### config.mk
export PLATFORM = sky130hd
export DESIGN_NAME = swtlb
export DESIGN_NICKNAME = d
export VERILOG_FILES = /design/src/rtl/swtlb_pkg.sv /design/src/rtl/swtlb_store.sv /design/src/rtl/swtlb_match.sv /design/src/rtl/swtlb_pick.sv /design/src/rtl/swtlb.sv
export SDC_FILE = /design/constraint.sdc
export NUM_CORES = 2
export LEC_CHECK = 0
export ABC_AREA = 1
export BUFFER_PORTS_ARGS = -buffer_cell sky130_fd_sc_hd__buf_2
export CORE_ASPECT_RATIO = 0.75
export CORE_MARGIN = 10
export CORE_UTILIZATION = 45
export DETAILED_ROUTE_END_ITERATION = 8
export SLEW_MARGIN = 10
export SYNTH_ARGS = -nofsm -noshare
export SYNTH_HDL_FRONTEND = slang
export SYNTH_HIERARCHICAL = 1
export SYNTH_SLANG_ARGS = --single-unit
### constraint.sdc
create_clock -name clk -period 2.8 [get_ports clk]
set_clock_uncertainty 0.05 [all_clocks]
set_input_delay 0.14 -clock clk [delete_from_list [all_inputs] [get_ports clk]]
set_output_delay 0.14 -clock clk [all_outputs]
set_load 0.1 [all_outputs]
### src/rtl/swtlb_pkg.sv
package swtlb_pkg;
  localparam int VA_W  = 48;
  localparam int OFF_W = 12;
  localparam int VPN_W = VA_W - OFF_W;
  localparam int LVL_W = 9;

  typedef enum logic [1:0] {
    ACC_READ   = 2'd0,
    ACC_WRITE  = 2'd1,
    ACC_FETCH  = 2'd2,
    ACC_FETCH2 = 2'd3
  } acc_kind_e;

  typedef struct packed {
    logic g;
    logic u;
    logic x;
    logic w;
    logic r;
  } flags_t;

  // ones where the tag must match; low bits of large pages cleared
  function automatic logic [VPN_W-1:0] tag_keep(input logic [1:0] sz);
    return {VPN_W{1'b1}} << (LVL_W * int'(sz));
  endfunction

  function automatic logic is_present(input flags_t f);
    return f.r | f.w | f.x;
  endfunction

  function automatic logic access_denied(input flags_t f, input acc_kind_e k,
                                         input logic user, input logic sum);
    logic grant;
    case (k)
      ACC_READ:  grant = f.r;
      ACC_WRITE: grant = f.w;
      default:   grant = f.x;
    endcase
    return !grant || (user && !f.u) || (!user && f.u && !sum);
  endfunction
endpackage

### src/rtl/swtlb_store.sv
module swtlb_store
  import swtlb_pkg::*;
#(
  parameter int N_ENT  = 8,
  parameter int PPN_W  = 28,
  parameter int ASID_W = 16,
  parameter int IDX_W  = $clog2(N_ENT)
) (
  input  logic                clk,
  input  logic                rst_n,
  input  logic                wr_en,
  input  logic [IDX_W-1:0]    wr_idx,
  input  logic [VPN_W-1:0]    wr_vpn,
  input  logic [1:0]          wr_size,
  input  logic [PPN_W-1:0]    wr_ppn,
  input  flags_t              wr_flags,
  input  logic [ASID_W-1:0]   wr_asid,
  input  logic                fl_en,
  input  logic                fl_all,
  input  logic [ASID_W-1:0]   fl_asid,
  output logic [VPN_W-1:0]    e_vpn  [N_ENT],
  output logic [1:0]          e_size [N_ENT],
  output logic [PPN_W-1:0]    e_ppn  [N_ENT],
  output flags_t              e_flags[N_ENT],
  output logic [ASID_W-1:0]   e_asid [N_ENT],
  output logic [N_ENT-1:0]    ent_present
);
  for (genvar s = 0; s < N_ENT; s++) begin : g_slot
    logic flush_me;
    logic write_me;
    assign flush_me = fl_en && (fl_all || (!e_flags[s].g && e_asid[s] == fl_asid));
    assign write_me = wr_en && !fl_en && (wr_idx == IDX_W'(s));
    assign ent_present[s] = is_present(e_flags[s]);

    always_ff @(posedge clk) begin
      if (!rst_n) begin
        e_vpn[s]   <= '0;
        e_size[s]  <= '0;
        e_ppn[s]   <= '0;
        e_flags[s] <= '0;
        e_asid[s]  <= '0;
      end else if (flush_me) begin
        e_flags[s] <= '0;
      end else if (write_me) begin
        e_vpn[s]   <= wr_vpn;
        e_size[s]  <= wr_size;
        e_ppn[s]   <= wr_ppn;
        e_flags[s] <= wr_flags;
        e_asid[s]  <= wr_asid;
      end
    end
  end
endmodule

### src/rtl/swtlb_match.sv
module swtlb_match
  import swtlb_pkg::*;
#(
  parameter int N_ENT  = 8,
  parameter int ASID_W = 16
) (
  input  logic [VPN_W-1:0]  lk_vpn,
  input  logic [ASID_W-1:0] lk_asid,
  input  logic [VPN_W-1:0]  e_vpn  [N_ENT],
  input  logic [1:0]        e_size [N_ENT],
  input  flags_t            e_flags[N_ENT],
  input  logic [ASID_W-1:0] e_asid [N_ENT],
  input  logic [N_ENT-1:0]  ent_present,
  output logic [N_ENT-1:0]  hit_vec
);
  for (genvar s = 0; s < N_ENT; s++) begin : g_cmp
    logic tag_eq;
    logic owner_ok;
    assign tag_eq   = ((e_vpn[s] ^ lk_vpn) & tag_keep(e_size[s])) == '0;
    assign owner_ok = e_flags[s].g || (e_asid[s] == lk_asid);
    assign hit_vec[s] = ent_present[s] && tag_eq && owner_ok;
  end
endmodule

### src/rtl/swtlb_pick.sv
module swtlb_pick #(
  parameter int N_ENT = 8,
  parameter int IDX_W = $clog2(N_ENT)
) (
  input  logic [N_ENT-1:0] hit_vec,
  output logic             any_hit,
  output logic [IDX_W-1:0] win_idx
);
  always_comb begin
    any_hit = 1'b0;
    win_idx = '0;
    for (int i = N_ENT - 1; i >= 0; i--) begin
      if (hit_vec[i]) begin
        any_hit = 1'b1;
        win_idx = IDX_W'(i);
      end
    end
  end
endmodule

### src/rtl/swtlb.sv
module swtlb
  import swtlb_pkg::*;
#(
  parameter int N_ENT  = 8,
  parameter int PPN_W  = 28,
  parameter int ASID_W = 16,
  parameter int IDX_W  = $clog2(N_ENT),
  parameter int PA_W   = PPN_W + 12
) (
  input  logic              clk,
  input  logic              rst_n,
  input  logic              lk_valid,
  input  logic [47:0]       lk_vaddr,
  input  logic [ASID_W-1:0] lk_asid,
  input  logic [1:0]        lk_kind,
  input  logic              lk_user,
  input  logic              lk_sum,
  input  logic              wr_en,
  input  logic [IDX_W-1:0]  wr_idx,
  input  logic [35:0]       wr_vpn,
  input  logic [1:0]        wr_size,
  input  logic [PPN_W-1:0]  wr_ppn,
  input  logic [4:0]        wr_flags,
  input  logic [ASID_W-1:0] wr_asid,
  input  logic              fl_en,
  input  logic              fl_all,
  input  logic [ASID_W-1:0] fl_asid,
  output logic              rs_valid,
  output logic              rs_hit,
  output logic              rs_miss,
  output logic              rs_fault,
  output logic [PA_W-1:0]   rs_paddr,
  output logic [IDX_W-1:0]  rs_idx
);
  logic [VPN_W-1:0]  e_vpn  [N_ENT];
  logic [1:0]        e_size [N_ENT];
  logic [PPN_W-1:0]  e_ppn  [N_ENT];
  flags_t            e_flags[N_ENT];
  logic [ASID_W-1:0] e_asid [N_ENT];
  logic [N_ENT-1:0]  ent_present;
  logic [N_ENT-1:0]  hit_vec;
  logic              any_hit;
  logic [IDX_W-1:0]  win_idx;
  logic [VPN_W-1:0]  lk_vpn;
  logic              deny;
  logic [PPN_W-1:0]  keep_ppn;
  logic [PPN_W-1:0]  ppn_out;
  logic [PA_W-1:0]   pa_next;

  assign lk_vpn = lk_vaddr[VA_W-1:OFF_W];

  swtlb_store #(.N_ENT(N_ENT), .PPN_W(PPN_W), .ASID_W(ASID_W), .IDX_W(IDX_W)) u_store (
    .clk(clk), .rst_n(rst_n),
    .wr_en(wr_en), .wr_idx(wr_idx), .wr_vpn(wr_vpn), .wr_size(wr_size),
    .wr_ppn(wr_ppn), .wr_flags(flags_t'(wr_flags)), .wr_asid(wr_asid),
    .fl_en(fl_en), .fl_all(fl_all), .fl_asid(fl_asid),
    .e_vpn(e_vpn), .e_size(e_size), .e_ppn(e_ppn), .e_flags(e_flags),
    .e_asid(e_asid), .ent_present(ent_present)
  );

  swtlb_match #(.N_ENT(N_ENT), .ASID_W(ASID_W)) u_match (
    .lk_vpn(lk_vpn), .lk_asid(lk_asid),
    .e_vpn(e_vpn), .e_size(e_size), .e_flags(e_flags), .e_asid(e_asid),
    .ent_present(ent_present), .hit_vec(hit_vec)
  );

  swtlb_pick #(.N_ENT(N_ENT), .IDX_W(IDX_W)) u_pick (
    .hit_vec(hit_vec), .any_hit(any_hit), .win_idx(win_idx)
  );

  // large pages: low page bits come from the virtual address
  assign deny     = access_denied(e_flags[win_idx], acc_kind_e'(lk_kind), lk_user, lk_sum);
  assign keep_ppn = PPN_W'(tag_keep(e_size[win_idx]));
  assign ppn_out  = (e_ppn[win_idx] & keep_ppn) | (PPN_W'(lk_vpn) & ~keep_ppn);
  assign pa_next  = {ppn_out, lk_vaddr[OFF_W-1:0]};

  always_ff @(posedge clk) begin
    if (!rst_n) begin
      rs_valid <= 1'b0;
      rs_hit   <= 1'b0;
      rs_miss  <= 1'b0;
      rs_fault <= 1'b0;
      rs_paddr <= '0;
      rs_idx   <= '0;
    end else begin
      rs_valid <= lk_valid;
      rs_hit   <= lk_valid && any_hit && !deny;
      rs_miss  <= lk_valid && !any_hit;
      rs_fault <= lk_valid && any_hit && deny;
      rs_paddr <= (lk_valid && any_hit && !deny) ? pa_next : '0;
      rs_idx   <= (lk_valid && any_hit) ? win_idx : '0;
    end
  end
endmodule

# Word level (Yosys, flattened, before mapping)
# Cells that the tools add are included.
dict set report op_classes {
  multipliers 9
  shifts 9
  n_lt_le_gt_ge 1
  eq_ne 24
  n_mux 26
  bitwise 46
  n_reduce_logical 109
}
# cell count
set op_table {}
lappend op_table {{36-bit bitwise AND} 8}
lappend op_table {{36-bit logical NOT} 8}
lappend op_table {{36-bit by 32-bit left shift with 36-bit output, first input constant} 8}
lappend op_table {{36-bit bitwise XOR} 8}
lappend op_table {{16-bit == test} 16}
lappend op_table {{28-bit binary-select mux with 3-bit select} 1}
lappend op_table {{28-bit bitwise AND} 2}
lappend op_table {{28-bit 2-to-1 mux} 2}
lappend op_table {{4-bit by 2-bit multiplier with 6-bit output, first input constant} 9}
lappend op_table {{1-bit logical AND} 48}
lappend op_table {{36-bit by 6-bit left shift with 28-bit output, first input constant} 1}
lappend op_table {{28-bit NOT} 1}
lappend op_table {{28-bit bitwise OR} 1}
lappend op_table {{3-bit 2-to-1 mux} 8}
lappend op_table {{2-bit AND reduction} 10}
lappend op_table {{1-bit logical OR} 18}
lappend op_table {{1-bit bitwise OR} 16}
lappend op_table {{2-bit OR reduction} 8}
lappend op_table {{5-bit binary-select mux with 3-bit select} 1}
lappend op_table {{1-bit logical NOT} 15}
lappend op_table {{3-bit == test, second input constant} 4}
lappend op_table {{1-bit NOT} 9}
lappend op_table {{1-bit 2-to-1 mux} 8}
lappend op_table {{4-bit 2-to-1 mux} 2}
lappend op_table {{10 further kinds} 12}
dict set report word_totals {
  in_bits 180
  ff_bits 743
  out_inout_bits 47
}

# Logic depth before layout (Yosys ltp)
dict set report logic_depth {
  ltp_word 25
  mapped_depth 32
}

# Cells and area by module
# Netlist, hierarchy kept.
# mod cells_each seq_area_each_um2 area_per_inst_um2 n_inst
set modules_own_cells {}
lappend modules_own_cells {swtlb_store 3606 13933.4 26709.4 1}
lappend modules_own_cells {swtlb_match 1666 0.0 7297.0 1}
lappend modules_own_cells {swtlb 794 940.9 4135.2 1}
lappend modules_own_cells {swtlb_pick 22 0.0 98.8 1}

# Worst setup path after synthesis
# No wires, ideal clock.
dict set report synth_timing {
  path_type {register -> register}
  start {register u_store/e_vpn[80] (netlist bit)}
  end {register rs_paddr[20]}
  setup_time_ps 116
  t_required_ps 2634
  slack_ps 32
  path_buffers 3
  arrival_ps 2602
  path_stages_with_launch 25
  synth_period_minus_slack_ps 2768
  path_cell_list {dfxtp_1 > or2_2 > nand3_1 > nand2_1 > nor2_1 > nand2_1 > nor2_1 > nand2_1 > nor2_2 > inv_1 > nand2_1 > nand2_1 > nand2_1 > nand2_1 > a21oi_1 > inv_2 > buf_4 > buf_4 > buf_2 > o21ai_0 > o21ai_0 > nand2_1 > nand2_1 > o21ai_1 > nor2_1}
}
dict set report synth_via {
  elab_chain_len 22
  elab_cells_between_ends 45
  cone_classes {mul (1); shift (1); mux (22); bitwise (7); reduce/logical (14)}
}
# element line
set synth_rtl {}
lappend synth_rtl {{start, declared} swtlb_store.sv:21} ;# output logic [VPN_W-1:0] e_vpn [N_ENT],
lappend synth_rtl {{start signal, assigned by index} swtlb_store.sv:45} ;# e_vpn[s] <= wr_vpn;
lappend synth_rtl {{36-bit bitwise XOR (*)} swtlb_match.sv:19} ;# assign tag_eq = ((e_vpn[s] ^ lk_vpn) & tag_keep(e_size[s])) == '0;
lappend synth_rtl {{36-bit bitwise AND (*)} swtlb_match.sv:19}
lappend synth_rtl {{36-bit logical NOT (*)} swtlb_match.sv:19}
lappend synth_rtl {{1-bit logical AND (*) (2 in a row)} swtlb_match.sv:21} ;# assign hit_vec[s] = ent_present[s] && tag_eq && owner_ok;
lappend synth_rtl {{named net hit_vec[5]} swtlb.sv:41} ;# logic [N_ENT-1:0] hit_vec;
lappend synth_rtl {{3-bit 2-to-1 mux (*) (6 in a row)} swtlb_pick.sv:13} ;# if (hit_vec[i]) begin
lappend synth_rtl {{named net win_idx[0]} swtlb.sv:43} ;# logic [IDX_W-1:0] win_idx;
lappend synth_rtl {{3-bit NOT with 4-bit output (not written as such) (*)} {swtlb.sv:72, swtlb.sv:73, swtlb.sv:74}}
lappend synth_rtl {{branches (longest 10 deep; another with 4-bit by 2-bit multiplier with 6-bit output)} -}
lappend synth_rtl {{end signal, assigned} swtlb.sv:90} ;# rs_paddr <= (lk_valid && any_hit && !deny) ? pa_next : '0;
lappend synth_rtl {{end, declared} swtlb.sv:32} ;# output logic [PA_W-1:0] rs_paddr,
# Mark *: on every way through the listed nets, which the timed path passes. The select of a mux whose other input is x is not followed.
# A chain may end at the register's enable or synchronous reset.

# Final worst setup path
dict set report layout_timing {
  start {register u_store/e_asid[66] (netlist bit)}
  end {register rs_paddr[24]}
}
dict set report layout_via {
  elab_chain_len 18
  elab_cells_between_ends 39
  cone_classes {mul (1); eq/ne (1); shift (1); mux (18); bitwise (5); reduce/logical (13)}
}
# element line
set layout_rtl {}
lappend layout_rtl {{start, declared} swtlb_store.sv:25} ;# output logic [ASID_W-1:0] e_asid [N_ENT],
lappend layout_rtl {{start signal, assigned by index} swtlb_store.sv:49} ;# e_asid[s] <= wr_asid;
lappend layout_rtl {{16-bit == test (*)} swtlb_match.sv:20} ;# assign owner_ok = e_flags[s].g || (e_asid[s] == lk_asid);
lappend layout_rtl {{1-bit logical OR (*)} swtlb_match.sv:20}
lappend layout_rtl {{1-bit logical AND (*)} swtlb_match.sv:21}
lappend layout_rtl {{named net hit_vec[3]} swtlb.sv:41}
lappend layout_rtl {{3-bit 2-to-1 mux (*) (4 in a row)} swtlb_pick.sv:13}
lappend layout_rtl {{named net win_idx[0]} swtlb.sv:43}
lappend layout_rtl {{3-bit NOT with 4-bit output (not written as such) (*)} {swtlb.sv:72, swtlb.sv:73, swtlb.sv:74}}
lappend layout_rtl {{branches (longest 10 deep; another with 4-bit by 2-bit multiplier with 6-bit output)} -}
# Marks and branches as above.

==> summary.txt <==
status - finished with violations
violations in the final reports - setup timing
y dimension of the die - 272.5 microns
transition time of the tightest slew-check pin - 1.010 ns
overflow left after global routing - 0
I/O pin total - 227
number of clock sinks - 743
highest fanout seen on the critical path - 8
sequential standard cell area - 14940 sq um
crit-path leading delay family - simple AND/OR/NAND/NOR gates
sequential cell area fraction in the yosys report - 38.90%
DIE AREA - 97160 sq um
power per standard cell area - 516.4 nW/um^2
top-area cell type share of the netlist area - 38.90%
share of post-route cells with drive strength above 1 - 17.59%
initial antenna violation count - 13
global-route wire length before repair - 228800 microns
library cell appearing most often on the critical path - sky130_fd_sc_hd__nand2_1
sequential cell fraction of total power - 44.1%
Die Wd - 356.6 microns
overall routed net length - 153700 microns
max-capacitance violation count - 0
number of hold-slack violations in the final timing report - 0
Setup CP Type - reg2reg
switching component of the power - 0.006528 W
via count - 40710
Pre-antenna DRT Iters - 6
post-synthesis sequential element count - 743
minimum setup slack after placement - -0.7908 ns
data required time at the worst endpoint - 3.35 ns
area added between synthesis and finish - 25.55%
maximum operating frequency - 298.6 MHz
core box area - 84150 sq um
global-route total usage across every layer - 30.15%
portion of the clock cycle consumed by the worst path in the final layout - 119.6%
clock latency on the worst-skew pair - 0.67 ns
max incr delay on CP - 0.37 ns
average footprint of a synthesized cell - 6.281 sq um
number of global-route vias before repair - 36720
final std cells w/o fill - 7780
buffers and inverters on the worst path - 7
count of nets after finishing - 6768
Clock power frac - 45.2%
remaining design rule violation count - 0
Max Buffers Root-to-Sink - 3
kind of capture point of the worst setup path - register
element type at the critical path start - register
commonest non-fill, non-tap cell in the layout - sky130_fd_sc_hd__nor2_1
unrepaired setup endpoints after global routing - yes
Synth area leader - sky130_fd_sc_hd__dfxtp_1
CTS Buf Count - 80
worst path setup slack after routing - -0.5485 ns
pin count of the biggest net entering global routing - 211
Setup Viol. Count Final - 42
fin. max-slew vios - 0
post-route total power - 0.02479 W
count of placed standard cells including taps - 7482
root buf cell - sky130_fd_sc_hd__clkbuf_16
TritonCTS clock tree - built
effective utilization at floorplan - 45.45%
type of the most critical hold path - in2reg
Routed Antenna Nets - 0
fill cell count - 8195
Int Power - 0.01826 W
clock-pin slew on the worst setup and hold paths - 0.06 ns
count of H-tree levels built during CTS - 3
DP Area - 42530 sq um
final std cell area, no fill - 48010 sq um
number of port buffers - 226
gate count of the mapped netlist - 6088
peak ir drop on the vdd network - 0.4647 mV
placed wire-length estimate - 99620 microns
remaining max-slew budget at the tightest pin - 32.64%
detail-routed net length per standard cell - 19.76 microns
leading cell types by total area after synthesis - sky130_fd_sc_hd__dfxtp_1 39%, sky130_fd_sc_hd__nor2_1 16%, sky130_fd_sc_hd__nand2_1 13%
Static Leak - 22.15 nW
Post-Synthesis Net Count - 6268
gpl congestion - 0.9667
number of DRC markers in iteration 0 - 5124
number of cell rows - 92
crit path time final - 3.349 ns
cell with the largest stage delay on the worst path - sky130_fd_sc_hd__dfxtp_1
mapped cell area - 38240 sq um
commonest non-fill, non-tap cells in the layout - 1605 x sky130_fd_sc_hd__nor2_1, 1286 x sky130_fd_sc_hd__nand2_1, 834 x sky130_fd_sc_hd__o21ai_0
relative contribution of combinational cells to total power - 10.7%
area of combinational cells with multiple inputs - 20230 sq um
switch share - 26.33%
count of yosys warnings during synthesis - 6
setup TNS - -20.93 ns
post-synth cell types - 32
data arrival time at the worst-slack endpoint - 3.89 ns
average via count per standard cell - 5.233
routing by layer:
metal,global-route usage (%),up-vias,routed length [microns]
met5,0,-,78
met2,42.93,1956,62920
met1,45.11,18740,69850
li1,-,19720,-
met4,8.228,12,4398
met3,6.244,279,16490
metrics by stage:
| step | util (%) | hold slack [ns] |
|---|---|---|
| 6_report | 57.06 | 0.05694 |
| 5_1_grt | 57.05 | 0.05535 |
| 4_1_cts | 56.25 | 0.001217 |
| 3_5_place_dp | 50.54 | 0.3081 |
| 3_3_place_gp | 50.54 | 0.3011 |
| 2_1_floorplan | - | 0.2022 |
path summary, 6_finish.rpt:
path	startpoint	endpoint	slack [ns]	cells after the start
worst max-delay path	u_store/e_asid[66]	rs_paddr[24]	-0.55	26
worst min-delay path	lk_vaddr[20]	rs_paddr[20]	0.06	6
worst max register to register	u_store/e_asid[66]	rs_paddr[24]	-0.55	26
worst min register to register	u_store/e_asid[74]	u_store/e_asid[74]	0.43	2
cell families (layout without fill, tap and decap cells):
| logic type | Yosys count | count (layout) | synth area share [%] |
|---|---|---|---|
| DFF | 743 | 743 | 38.90 |
| buffers and inverters | 918 | 1477 | 10.71 |
| and+or+nand+nor | 3217 | 3217 | 32.56 |
| xor gates and xnor gates | 192 | 192 | 4.397 |
| AOI/OAI and AO/OA | 1018 | 1018 | 13.44 |
| other | 0 | 5 | 0 |
state kept, by name, indices dropped and copies added (netlist names):
name and cells:
rs_paddr 40, rs_valid 1, rs_fault 1, u_store/e_ppn 224
rs_miss 1, u_store/e_flags 40, u_store/e_asid 128, u_store/e_vpn 288
u_store/e_size 16, rs_idx 3, rs_hit 1
Yosys cell counts:
cell type                  instances
sky130_fd_sc_hd__inv_1           465
sky130_fd_sc_hd__nand2_2           3
sky130_fd_sc_hd__nand2_1        1373
sky130_fd_sc_hd__nand3_1         115
sky130_fd_sc_hd__nor2_1         1679
sky130_fd_sc_hd__nand4_1           1
sky130_fd_sc_hd__nand2_8           1
sky130_fd_sc_hd__or2_2             2
sky130_fd_sc_hd__nor3_2            1
sky130_fd_sc_hd__buf_1             4
sky130_fd_sc_hd__inv_2            39
sky130_fd_sc_hd__buf_2           166
sky130_fd_sc_hd__a21oi_1         111
sky130_fd_sc_hd__nand3b_1          2
sky130_fd_sc_hd__nor2_4            5
sky130_fd_sc_hd__nor2_8            4
sky130_fd_sc_hd__dfxtp_1         743
sky130_fd_sc_hd__o21ai_1          33
sky130_fd_sc_hd__or3_1             5
sky130_fd_sc_hd__xnor2_1         157
sky130_fd_sc_hd__buf_6            45
sky130_fd_sc_hd__clkbuf_1        168
sky130_fd_sc_hd__a31oi_1           1
sky130_fd_sc_hd__nor2_2           10
sky130_fd_sc_hd__o21ai_0         838
sky130_fd_sc_hd__clkbuf_2          2
sky130_fd_sc_hd__o22ai_1          35
sky130_fd_sc_hd__nand2_4           1
sky130_fd_sc_hd__or2_1            15
sky130_fd_sc_hd__clkinv_1          2
sky130_fd_sc_hd__xor2_1           35
sky130_fd_sc_hd__buf_4            27
repair_timing:
| item | CTS | global route |
|---|---|---|
| setup buffers | 23 | 12 |
| hold buffers | 111 | 1 |
| endpoints found under the setup margin | 42 | 45 |
| pin swaps | 46 | 53 |
| hold endpoints to repair | 714 | 1 |
| resized for setup | 209 | 159 |
| gates cloned | 7 | 4 |
worst register-to-register path, delay by kind of cell, from the launching register on:
family | cells | cell delay (ns)
AOI/OAI and AO/OA | 2 | 0.26
DFF | 1 | 0.37
and+or+nand+nor | 17 | 1.77
buffers and inverters | 7 | 0.82
power by group through the flow:
stage / registers [W] / logic (W) / clock network, W
floorplan: 0.0111 / 0.00140 / 0
detailed placement: 0.0111 / 0.00236 / 0
finish: 0.0109 / 0.00266 / 0.0112
global route: 0.0109 / 0.00287 / 0.0118
CTS: 0.0109 / 0.00255 / 0.0113
global placement: 0.0111 / 0.00235 / 0
area by class of cell:
type / instances / area share (%)
tap: 1128 / 2.940
inverter: 506 / 4.042
sequential: 743 / 31.11
clock inverter: 26 / 0.7896
antenna: 5 / 0.02606
multi-input combinational: 4427 / 42.13
timing repair buffer: 830 / 14.08
clock buffer: 115 / 4.884
(Power assumes the default switching activity.)
